===== config.mk =====
export PLATFORM = sky130hd
export DESIGN_NAME = ramp_ref_gen
export DESIGN_NICKNAME = d
export VERILOG_FILES = /design/src/rtl/ramp_ref_pkg.sv /design/src/rtl/ramp_start_ctrl.sv /design/src/rtl/ramp_shadow_bank.sv /design/src/rtl/ramp_stepper.sv /design/src/rtl/ramp_dac_sel.sv /design/src/rtl/ramp_ref_gen.sv
export SDC_FILE = /design/constraint.sdc
export NUM_CORES = 1
export LEC_CHECK = 0
export ABC_CLOCK_PERIOD_IN_PS = 6370
export BUFFER_PORTS_ARGS = -buffer_cell sky130_fd_sc_hd__buf_2
export CAP_MARGIN = 30
export CORE_UTILIZATION = 58
export DETAILED_ROUTE_END_ITERATION = 16
export PLACE_DENSITY = 0.95
export SETUP_SLACK_MARGIN = 0.05
export SYNTH_ARGS = -nofsm -noshare
export SYNTH_HDL_FRONTEND = slang
export SYNTH_SLANG_ARGS = --single-unit

===== constraint.sdc =====
create_clock -name clk -period 6.37 [get_ports clk]
set_clock_uncertainty 0.15 [all_clocks]
set_input_delay 0.3185 -clock clk [delete_from_list [all_inputs] [get_ports clk]]
set_output_delay 0.3185 -clock clk [all_outputs]
set_load 0.1 [all_outputs]

===== src/rtl/ramp_ref_pkg.sv =====
package ramp_ref_pkg;
  typedef enum logic [1:0] {
    XT_OWN          = 2'b00,
    XT_LOW_FOLLOWS  = 2'b01,
    XT_HIGH_FOLLOWS = 2'b10,
    XT_RSVD         = 2'b11
  } xtrig_e;

  typedef enum logic [1:0] {
    SUSP_HARD    = 2'b00,
    SUSP_AT_SYNC = 2'b01,
    SUSP_FREE_A  = 2'b10,
    SUSP_FREE_B  = 2'b11
  } susp_e;

  typedef enum logic {
    RS_IDLE = 1'b0,
    RS_RUN  = 1'b1
  } rstate_e;
endpackage


===== src/rtl/ramp_start_ctrl.sv =====
module ramp_start_ctrl
  import ramp_ref_pkg::*;
#(
  parameter bit LOW_SIDE = 1'b1
) (
  input  logic       clk,
  input  logic       rst,
  input  logic       sync_i,
  input  logic       peer_eor_i,
  input  logic       trip_i,
  input  logic       suspend_i,
  input  logic [1:0] susp_mode_i,
  input  logic [1:0] xtrig_i,
  output logic       start_o,
  output logic       reload_o,
  output logic       hold_o,
  output logic       park_o,
  output logic       sor_o,
  output logic       eor_o
);
  xtrig_e xt;
  susp_e  sm;
  logic   use_peer;
  logic   raw_start;
  logic   hard_stop;
  logic   soft_stop;
  logic   halted_q;

  assign xt = xtrig_e'(xtrig_i);
  assign sm = susp_e'(susp_mode_i);

  generate
    if (LOW_SIDE) begin : g_low
      assign use_peer = (xt == XT_LOW_FOLLOWS);
    end else begin : g_high
      assign use_peer = (xt == XT_HIGH_FOLLOWS);
    end
  endgenerate

  assign raw_start = use_peer ? peer_eor_i : sync_i;
  assign hard_stop = suspend_i && (sm == SUSP_HARD);
  assign soft_stop = suspend_i && (sm == SUSP_AT_SYNC);

  assign hold_o   = hard_stop || halted_q;
  assign park_o   = raw_start && soft_stop && !hold_o;
  assign start_o  = raw_start && !soft_stop && !hold_o;
  assign reload_o = trip_i && !hold_o && !start_o;

  always_ff @(posedge clk) begin
    if (rst) begin
      halted_q <= 1'b0;
      sor_o    <= 1'b0;
      eor_o    <= 1'b0;
    end else begin
      sor_o <= start_o;
      eor_o <= reload_o;
      if (!suspend_i)
        halted_q <= 1'b0;
      else if (park_o)
        halted_q <= 1'b1;
    end
  end


  strobe_excl_chk: assert property (@(posedge clk) disable iff (rst)
    !(sor_o && eor_o));


  halt_release_chk: assert property (@(posedge clk) disable iff (rst)
    !suspend_i |=> !halted_q);


  peer_only_chk: assert property (@(posedge clk) disable iff (rst)
    (LOW_SIDE && xtrig_i == 2'b01 && !peer_eor_i) |=> !sor_o);
endmodule


===== src/rtl/ramp_shadow_bank.sv =====
module ramp_shadow_bank #(
  parameter int VAL_W = 16,
  parameter int DLY_W = 13,
  parameter int DIV_W = 4
) (
  input  logic             clk,
  input  logic             rst,
  input  logic             start_i,
  input  logic [VAL_W-1:0] shd_ref_i,
  input  logic [VAL_W-1:0] shd_step_i,
  input  logic [DLY_W-1:0] shd_delay_i,
  input  logic [DIV_W-1:0] shd_div_i,
  output logic [VAL_W-1:0] act_ref_o,
  output logic [VAL_W-1:0] act_step_o,
  output logic [DLY_W-1:0] act_delay_o,
  output logic [DIV_W-1:0] act_div_o
);
  always_ff @(posedge clk) begin
    if (rst) begin
      act_ref_o   <= '0;
      act_step_o  <= '0;
      act_delay_o <= '0;
      act_div_o   <= '0;
    end else if (start_i) begin
      act_ref_o   <= shd_ref_i;
      act_step_o  <= shd_step_i;
      act_delay_o <= shd_delay_i;
      act_div_o   <= shd_div_i;
    end
  end


  shadow_copy_chk: assert property (@(posedge clk) disable iff (rst)
    start_i |=> (act_ref_o == $past(shd_ref_i)) && (act_step_o == $past(shd_step_i)));


  active_keep_chk: assert property (@(posedge clk) disable iff (rst)
    !start_i |=> $stable(act_step_o) && $stable(act_div_o));
endmodule


===== src/rtl/ramp_stepper.sv =====
module ramp_stepper
  import ramp_ref_pkg::*;
#(
  parameter int VAL_W = 16,
  parameter int DLY_W = 13,
  parameter int DIV_W = 4
) (
  input  logic             clk,
  input  logic             rst,
  input  logic             start_i,
  input  logic             reload_i,
  input  logic             hold_i,
  input  logic             park_i,
  input  logic             dir_up_i,
  input  logic             load_shd_i,
  input  logic [VAL_W-1:0] shd_ref_i,
  input  logic [DLY_W-1:0] shd_delay_i,
  input  logic [VAL_W-1:0] act_ref_i,
  input  logic [VAL_W-1:0] act_step_i,
  input  logic [DIV_W-1:0] act_div_i,
  output logic [VAL_W-1:0] ramp_o
);
  rstate_e          state_q;
  logic [DLY_W-1:0] dly_q;
  logic [DIV_W-1:0] div_q;
  logic [VAL_W-1:0] ramp_q;
  logic [VAL_W:0]   sum_up;
  logic [VAL_W-1:0] next_val;

  assign sum_up = {1'b0, ramp_q} + {1'b0, act_step_i};

  always_comb begin
    if (dir_up_i)
      next_val = sum_up[VAL_W] ? {VAL_W{1'b1}} : sum_up[VAL_W-1:0];
    else
      next_val = (ramp_q < act_step_i) ? '0 : (ramp_q - act_step_i);
  end

  always_ff @(posedge clk) begin
    if (rst) begin
      state_q <= RS_IDLE;
      dly_q   <= '0;
      div_q   <= '0;
      ramp_q  <= '0;
    end else if (!hold_i) begin
      if (start_i) begin
        ramp_q  <= shd_ref_i;
        dly_q   <= shd_delay_i;
        div_q   <= '0;
        state_q <= RS_RUN;
      end else if (reload_i) begin
        ramp_q  <= load_shd_i ? shd_ref_i : act_ref_i;
        state_q <= RS_IDLE;
      end else if (park_i) begin
        state_q <= RS_IDLE;
      end else if (state_q == RS_RUN) begin
        if (dly_q != '0) begin
          dly_q <= dly_q - 1'b1;
        end else if (div_q == act_div_i) begin
          ramp_q <= next_val;
          div_q  <= '0;
        end else begin
          div_q <= div_q + 1'b1;
        end
      end
    end
  end

  assign ramp_o = ramp_q;


  freeze_hold_chk: assert property (@(posedge clk) disable iff (rst)
    hold_i |=> $stable(ramp_q));


  down_no_wrap_chk: assert property (@(posedge clk) disable iff (rst)
    (!start_i && !reload_i && !dir_up_i) |=> (ramp_q <= $past(ramp_q)));


  up_no_wrap_chk: assert property (@(posedge clk) disable iff (rst)
    (!start_i && !reload_i && dir_up_i) |=> (ramp_q >= $past(ramp_q)));
endmodule


===== src/rtl/ramp_dac_sel.sv =====
module ramp_dac_sel #(
  parameter int VAL_W = 16,
  parameter int DAC_W = 12
) (
  input  logic             clk,
  input  logic             rst,
  input  logic             from_ramp_i,
  input  logic             on_sync_i,
  input  logic             sync_i,
  input  logic [DAC_W-1:0] shd_dac_i,
  input  logic [VAL_W-1:0] ramp_i,
  output logic [DAC_W-1:0] dac_o
);
  localparam int LSB = VAL_W - DAC_W;

  always_ff @(posedge clk) begin
    if (rst)
      dac_o <= '0;
    else if (from_ramp_i)
      dac_o <= ramp_i[VAL_W-1:LSB];
    else if (!on_sync_i || sync_i)
      dac_o <= shd_dac_i;
  end


  dac_ramp_chk: assert property (@(posedge clk) disable iff (rst)
    from_ramp_i |=> (dac_o == $past(ramp_i[VAL_W-1:LSB])));


  dac_static_chk: assert property (@(posedge clk) disable iff (rst)
    (!from_ramp_i && on_sync_i && !sync_i) |=> $stable(dac_o));
endmodule


===== src/rtl/ramp_ref_gen.sv =====
module ramp_ref_gen
  import ramp_ref_pkg::*;
#(
  parameter int VAL_W    = 16,
  parameter int DLY_W    = 13,
  parameter int DIV_W    = 4,
  parameter int DAC_W    = 12,
  parameter bit LOW_SIDE = 1'b1
) (
  input  logic             clk,
  input  logic             rst,
  input  logic             sync_i,
  input  logic             peer_eor_i,
  input  logic             trip_i,
  input  logic             suspend_i,
  input  logic [1:0]       susp_mode_i,
  input  logic [1:0]       xtrig_i,
  input  logic             dir_up_i,
  input  logic             trip_from_shd_i,
  input  logic             dac_from_ramp_i,
  input  logic             dac_on_sync_i,
  input  logic [VAL_W-1:0] shd_ref_i,
  input  logic [VAL_W-1:0] shd_step_i,
  input  logic [DLY_W-1:0] shd_delay_i,
  input  logic [DIV_W-1:0] shd_div_i,
  input  logic [DAC_W-1:0] shd_dac_i,
  output logic [VAL_W-1:0] ramp_o,
  output logic [DAC_W-1:0] dac_o,
  output logic             sor_o,
  output logic             eor_o,
  output logic [VAL_W-1:0] act_ref_o,
  output logic [VAL_W-1:0] act_step_o,
  output logic [DLY_W-1:0] act_delay_o,
  output logic [DIV_W-1:0] act_div_o
);
  logic start_w;
  logic reload_w;
  logic hold_w;
  logic park_w;

  ramp_start_ctrl #(.LOW_SIDE(LOW_SIDE)) u_ctrl (
    .clk        (clk),
    .rst        (rst),
    .sync_i     (sync_i),
    .peer_eor_i (peer_eor_i),
    .trip_i     (trip_i),
    .suspend_i  (suspend_i),
    .susp_mode_i(susp_mode_i),
    .xtrig_i    (xtrig_i),
    .start_o    (start_w),
    .reload_o   (reload_w),
    .hold_o     (hold_w),
    .park_o     (park_w),
    .sor_o      (sor_o),
    .eor_o      (eor_o)
  );

  ramp_shadow_bank #(.VAL_W(VAL_W), .DLY_W(DLY_W), .DIV_W(DIV_W)) u_bank (
    .clk        (clk),
    .rst        (rst),
    .start_i    (start_w),
    .shd_ref_i  (shd_ref_i),
    .shd_step_i (shd_step_i),
    .shd_delay_i(shd_delay_i),
    .shd_div_i  (shd_div_i),
    .act_ref_o  (act_ref_o),
    .act_step_o (act_step_o),
    .act_delay_o(act_delay_o),
    .act_div_o  (act_div_o)
  );

  ramp_stepper #(.VAL_W(VAL_W), .DLY_W(DLY_W), .DIV_W(DIV_W)) u_step (
    .clk        (clk),
    .rst        (rst),
    .start_i    (start_w),
    .reload_i   (reload_w),
    .hold_i     (hold_w),
    .park_i     (park_w),
    .dir_up_i   (dir_up_i),
    .load_shd_i (trip_from_shd_i),
    .shd_ref_i  (shd_ref_i),
    .shd_delay_i(shd_delay_i),
    .act_ref_i  (act_ref_o),
    .act_step_i (act_step_o),
    .act_div_i  (act_div_o),
    .ramp_o     (ramp_o)
  );

  ramp_dac_sel #(.VAL_W(VAL_W), .DAC_W(DAC_W)) u_dac (
    .clk        (clk),
    .rst        (rst),
    .from_ramp_i(dac_from_ramp_i),
    .on_sync_i  (dac_on_sync_i),
    .sync_i     (sync_i),
    .shd_dac_i  (shd_dac_i),
    .ramp_i     (ramp_o),
    .dac_o      (dac_o)
  );
endmodule


==> results of run 1 <==
[cell usage in the layout (no fill, tap or decap), types with 4 or more instances in the layout]
cell type,count
buf_2,153
nand2_1,132
dfxtp_1,98
a21oi_1,91
nor2_1,69
inv_1,41
o21ai_0,38
ha_1,35
a211oi_1,26
nor3_1,18
a221oi_1,18
mux2i_1,16
nand3_1,10
clkbuf_8,9
a22oi_1,8
nand2b_1,7
o31ai_1,7
nor2b_1,7
or3_1,6
a21o_1,6
o21a_1,5
nor4_1,5
or2_2,5
a222oi_1,5
nand3b_1,4
xor2_1,4
o311ai_0,4
o21bai_1,4
o221a_2,4
buf_4,4
[state kept, by name, indices dropped and copies added, names as in the netlist]
| signal | flops |
|---|---|
| u_bank.act_ref_o | 16 |
| u_step.dly_q | 13 |
| u_step.div_q | 4 |
| u_bank.act_step_o | 16 |
| u_bank.act_div_o | 4 |
| u_dac.dac_o | 12 |
| u_step.state_q | 1 |
| u_ctrl.sor_o | 1 |
| u_ctrl.eor_o | 1 |
| u_bank.act_delay_o | 13 |
| u_ctrl.halted_q | 1 |
| u_step.ramp_o | 16 |
[stage by stage]
stage	power (mW)	cell area [um^2]	std cells
floorplan	1.43	5880	775
global placement	1.59	6660	1016
detailed placement	1.60	6660	1016
CTS	2.04	6880	1032
global route	2.16	6880	1032
finish	2.06	6880	1032
[metal layers]
metal	vias to the layer above	GRT usage [%]
met2	360	52.1
met5	-	0
met1	2916	41.5
met3	48	7.46
met4	0	13.4
li1	3014	-
[Yosys cell counts (4+ instances only)]
master    count  area, um^2
nand2_1     132         495
dfxtp_1      98        1960
a21oi_1      91         455
nor2_1       69         259
clkbuf_1     41         154
inv_1        41         154
o21ai_0      38         190
ha_1         35         438
a211oi_1     26         195
nor3_1       19        95.1
a221oi_1     18         158
mux2i_1      16         160
nand3_1      10        50.1
a22oi_1       8        60.1
nand2b_1      7        43.8
nor2b_1       7        43.8
o31ai_1       7        52.6
a21o_1        6        45.0
buf_1         6        22.5
or3_1         6        37.5
a222oi_1      5        50.1
nor4_1        5        31.3
o21a_1        5        37.5
or2_2         5        31.3
nand3b_1      4        30.0
o21bai_1      4        30.0
o221a_2       4        45.0
o311ai_0      4        35.0
xor2_1        4        35.0
[final timing paths]
kind	to	slack, ns
setup / recovery	u_step.ramp_o[12]	2.80
hold / removal	u_bank.act_div_o[1]	0.008
setup reg to reg	u_step.ramp_o[12]	2.80
hold reg to reg	u_bank.act_delay_o[8]	0.31
[cells by family after synthesis]
kind of cell | share of synthesized area (%)
flops | 33.3
xor+xnor | 0.595
simple gates | 20.8
fa+ha+maj | 8.12
buf+inv | 6.00
compound gates | 28.0
mux | 3.10
[final cells by class]
type | count | area [um^2]
repair buffers | 157 | 796
clock buffers | 9 | 124
well taps | 133 | 166
clock inverters | 7 | 92.6
flip-flops and latches | 98 | 1960
fillers | 795 | 2940
multi-input cells | 587 | 3580
inverters | 41 | 154
[worst min-delay path: cells and delay by family]
family          cells  cell delay (ns)
simple gates        1             0.05
buf+inv             1             0.09
compound gates      1             0.05
[power by group]
part	total, mW	leakage [nW]	internal (mW)	switching (mW)
Combinational	0.879	2.26	0.246	0.633
Sequential	0.732	0.806	0.667	0.0646
Clock	0.449	0.109	0.193	0.256
Total	2.06	3.18	1.11	0.953
==> summary.txt, run 1 <==
Timing
  – Final Max Tran Viols: 0
  – Unrepaired setup endpoints after global routing: no
  – Final Hold Violating Endpoints: 0
  – Min cycle time layout: 3.57 ns
  – Slew headroom: 31.0%
  – Final setup margin: 2.80 ns
  – Final period utilization: 56.0%
  – Worst hold-check slack: 0.00838 ns
  – Max Freq: 280 MHz
  – Setup TNS: 0 ns
  – Worst Tran Pin Value: 1.03 ns
  – Endpoints failing setup: 0

Place
  – Post-DP HPWL: 12400 um
  – Pre-CTS setup slack: 2.98 ns
  – GP Congestion: 0.951
  – IO buf count: 153

Outcome
  – Status: finished, final reports clean

Clocking
  – Later-pin clock latency in the skew report: 0.39 ns
  – Hold buffers post-CTS: 0
  – Inserted Clock Buffers: 9
  – Post-CTS Setup Inserts: 0
  – Root Driver: clkbuf_8
  – Worst-case clock buffer depth: 2
  – CTS Sinks: 98
  – Clock transition at the registers of the reported paths: 0.12 ns
  – CTS tree: built
  – # resized after CTS: 0
  – H-tree depth: 3

Flow run
  – Max-cap violations: 0

Floorplan
  – Starting Density: 59.9%
  – Core Rows: 36
  – IO Pins: 154
  – DIE WIDTH: 103 um
  – Full die area: 10600 um^2
  – Die height: 103 um
  – Core ar.: 9820 um^2

Power
  – PwrDens: 299 nW/um^2
  – Maximum vdd drop: 0.167 mV
  – Leak: 3.18 nW

Worst setup path
  – Cells on worst reg2reg path: 12
  – RR Startpoint: u_step.ramp_o[0]
  – Critical Path End Type: flop
  – CP delay by family, top: compound AO/OA/AOI/OAI gates
  – CP max-delay cell: o21ai_0
  – Critical path peak fanout: 5
  – Required @ worst endpoint: 6.51 ns
  – Critical path type: flop to flop
  – Worst path bufs/invs: 1
  – Worst Path Arrival: 3.71 ns
  – CP startpoint kind: flop
  – Critical path origin: u_step.ramp_o[0]
  – Largest stage delay, worst path: 0.55 ns
  – Cell count along the critical path: 12
  – Crit-path cells: inv_1 -> ha_1 -> fa_1 -> nand2b_1 -> a21oi_1 -> o21ai_0 -> o21ai_0 -> nor2_1 -> nor2_1 -> o31ai_1 -> a211o_1 -> a211oi_1

Synth
  – Sequential-to-total area share from yosys stat: 33.3%
  – FF+latch count, synth: 98
  – Synth warn: 0
  – Number of synthesized flops with an enable pin: 0
  – Most used flip-flop cell after synthesis: dfxtp_1
  – Mapped cell area: 5880 um^2
  – Post-Syn Instances: 775
  – Distinct cells, synth: 62
  – Syn Area/Cell: 7.59 um^2
  – Synthesized Nets: 887
  – Asr flop ratio synth: 0%

Drt
  – Routed WL per cell: 16.7 um
  – Residual DRC: 0
  – Vias per cell: 6.14
  – Met3 WL post-DR: 1630 um
  – Metal2 WL: 7990 um
  – Antenna-violating nets left: 0
  – DR pass1 iterations: 6
  – DR iter-0 viols: 545
  – DRT met1 WL: 7070 um
  – Vias: 6338
  – Top Layer Used: met4
  – DRT Wirelength: 17300 um

Global routing
  – Antenna violations before repair: 0
  – Number of global-route vias before repair: 5531
  – First-pass GRT wire length: 26600 um
  – GRT overflow: 0
  – Total track usage: 32.3%
  – Pin count of the biggest net entering global routing: 100

Layout
  – Fraction of layout cells with a size suffix above 1: 21.2%
  – Final nets: 1006
  – Fin util: 70.1%
  – Layout area overhead: 16.9%
  – Ant. Diodes: 0

Min path
  – Hold Path Cell Cnt: 3
  – Hold_sp: shd_div_i[1]
  – Worst Hold Class: input port to flop
Note: power is estimated with default switching activity, not from simulation.
==> inputs of run 2 (changes only) <==
- ABC_CLOCK_PERIOD_IN_PS: 6370 -> 3700
- CORE_UTILIZATION: 58 -> 54
- PLACE_DENSITY: 0.95 -> 0.92
- clock period: 6.37 -> 3.7 ns (I/O delays scaled with it)
==> run 2 against run 1 <==
  * Clock-buffer cell count is 1 higher
  * Global-route usage is 0.67 points higher
  * First-iteration DRC count is 25% higher
  * Via count is 3.7% higher
  * Combinational power is 81% higher
  * Die area is 7.3% higher
  * Setup slack worse by 2.6 ns
  * Power is 73% higher
  * Flip-flop and latch count stayed put
  * Sequential power is 71% higher
  * Largest power group unchanged
==> summary.txt, run 2 (synthesis results as in run 1) <==
Layout
  – Design area: 7450 um^2 (+8.3%)
  – Fraction of layout cells with a size suffix above 1: 20.5% (-0.77 points)
  – Fillers: 793 (-0.25%)
  – Most frequent cells in the layout: buf_2 (152), nand2_1 (132), dfxtp_1 (97)
  – Final nets: 1064 (+5.8%)
  – Ant. Diodes: 0 (unchanged)
  – Most common cell after layout, fill and taps aside: buf_2
  – Layout area overhead: 26.6%

Place
  – GP Congestion: 1.03 (+8.7%)
  – Area after DPL: 6700 um^2 (+0.56%)
  – Post-DP HPWL: 12400 um (+0.34%)
  – IO buf count: 153 (unchanged)

Worst setup path
  – Cells on worst reg2reg path: 11 (-1)
  – Critical path type: flop to flop
  – CP startpoint kind: flop
  – Critical Path End Type: flop
  – Worst Path Arrival: 3.58 ns (-0.13 ns)
  – Critical path peak fanout: 6 (+1)
  – Required @ worst endpoint: 3.78 ns (-2.73 ns)

Timing
  – Worst Tran Pin Value: 1.04 ns (+0.00850 ns)
  – Final Max Tran Viols: 0 (unchanged)
  – Endpoints failing setup: 0 (unchanged)
  – Final Hold Violating Endpoints: 0 (unchanged)
  – Final period utilization: 94.6% (+39 points)
  – Unrepaired setup endpoints after global routing: no
  – Min cycle time layout: 3.50 ns (-0.0698 ns)
  – Max Freq: 286 MHz (+2.0%)
  – Setup TNS: 0 ns (unchanged)
  – Worst hold-check slack: 0.00930 ns (+0.000924 ns)
  – Slew headroom: 30.5% (-0.57 points)

Drt
  – Vias per cell: 6.01 (-2.1%)
  – DR iter-0 viols: 679 (+25%)
  – DR pass1 iterations: 7 (+1)
  – DRT Wirelength: 18700 um (+8.2%)
  – Routed WL per cell: 17.1 um (+2.2%)
  – Antenna-violating nets left: 0 (unchanged)
  – Residual DRC: 0 (unchanged)
  – Vias: 6573 (+3.7%)

Floorplan
  – Starting Density: 56.2% (-3.7 points)
  – Core ar.: 10500 um^2 (+6.5%)
  – Die height: 106 um (+3.6%)
  – IO Pins: 154 (unchanged)
  – Core Rows: 37 (+2.8%)
  – Full die area: 11300 um^2 (+7.3%)
  – DIE WIDTH: 106 um (+3.6%)

Min path
  – Hold Path Cell Cnt: 3 (unchanged)
  – Worst Hold Class: input port to flop

Flow run
  – Max-cap violations: 0 (unchanged)

Clocking
  – CTS tree: built
  – Root Driver: clkbuf_8
  – Later-pin clock latency in the skew report: 0.38 ns (about the same)
  – CTS Sinks: 98 (unchanged)
  – Inserted Clock Buffers: 9 (unchanged)
  – Worst-case clock buffer depth: 2 (unchanged)
  – Clock transition at the registers of the reported paths: 0.10 ns (-0.02 ns)
  – H-tree depth: 3 (unchanged)

Global routing
  – GRT overflow: 0 (unchanged)
  – First-pass GRT wire length: 29800 um (+12%)
  – Number of global-route vias before repair: 6131 (+11%)
  – Pin count of the biggest net entering global routing: 100 (unchanged)
  – Antenna violations before repair: 0 (unchanged)
  – Total track usage: 33.0% (+0.67 points)

Power
  – Leak: 3.40 nW (+7.1%)
  – Maximum vdd drop: 0.378 mV (+130%)
  – PwrDens: 479 nW/um^2 (+60%)

Outcome
  – Status: finished, final reports clean
run 2: cell count changes in the layout (fill, tap and decap cells not counted), moves of 2 or more:
cell           delta
buf_4             +5
clkinvlp_4        +3
dlygate4sd3_1    +54
inv_6             -2
run 2: final timing paths:
check / start / to / slack, ns
worst max-delay path: u_bank.act_step_o[1] / u_step.ramp_o[15] / 0.20
worst min-delay path: shd_dac_i[2] / u_dac.dac_o[2] / 0.009
worst max register to register: u_bank.act_step_o[1] / u_step.ramp_o[15] / 0.20
worst min register to register: u_bank.act_delay_o[9] / u_bank.act_delay_o[9] / 0.31
run 2: repair_timing:
item / CTS / global route
hold endpoints to repair: 56 / 0
endpoints found under the setup margin: 0 / 1
hold buffers: 54 / 0
gates resized for setup: 0 / 1
buffers inserted: 0 / 0
run 2: per-layer routing:
layer / track usage (%) / up-vias / share of wire [%]
li1: - / 3128 / -
met1: 40.5 / 2955 / 39
met2: 53.6 / 409 / 45
met3: 9.69 / 81 / 11
met4: 13.9 / 0 / 4.1
met5: 0 / - / 0
run 2: worst max-delay path, stage by stage, from the launching register on:
cell       delay [ns]
dfxtp_1          0.47
inv_1            0.09
ha_1             0.32
nor2b_1          0.17
o2111ai_1        0.19
o311ai_0         0.26
o41a_1           0.47
a221oi_1         0.48
o21ai_0          0.21
a221oi_1         0.30
o21a_1           0.16
o22ai_1          0.06
run 2: where the power goes:
part	internal, mW	leakage [nW]	switching [mW]
logic	0.474	2.51	1.12
registers	1.15	0.807	0.103
clock network	0.320	0.0910	0.400
total	1.94	3.40	1.62
run 2: area by class of cell:
cell class | instances | area (um^2) | share of cell area (%)
Multi-Input combinational cell | 587 | 3590 | 48.2
Sequential cell | 98 | 1960 | 26.4
Timing Repair Buffer | 215 | 1370 | 18.4
Tap cell | 136 | 170 | 2.28
Inverter | 41 | 154 | 2.07
Clock buffer | 10 | 128 | 1.71
Clock inverter | 6 | 72.6 | 0.974
run 2: stage by stage:
step | power [mW] | setup WS [ns] | utilization [%] | std cells
2_1_floorplan | 2.46 | 0.0618 | - | 775
3_3_place_gp | 2.76 | 0.412 | 64.0 | 1023
3_5_place_dp | 2.78 | 0.373 | 64.0 | 1023
4_1_cts | 3.53 | 0.339 | 71.1 | 1093
5_1_grt | 3.73 | 0.0226 | 71.2 | 1093
6_report | 3.57 | 0.201 | 71.2 | 1093
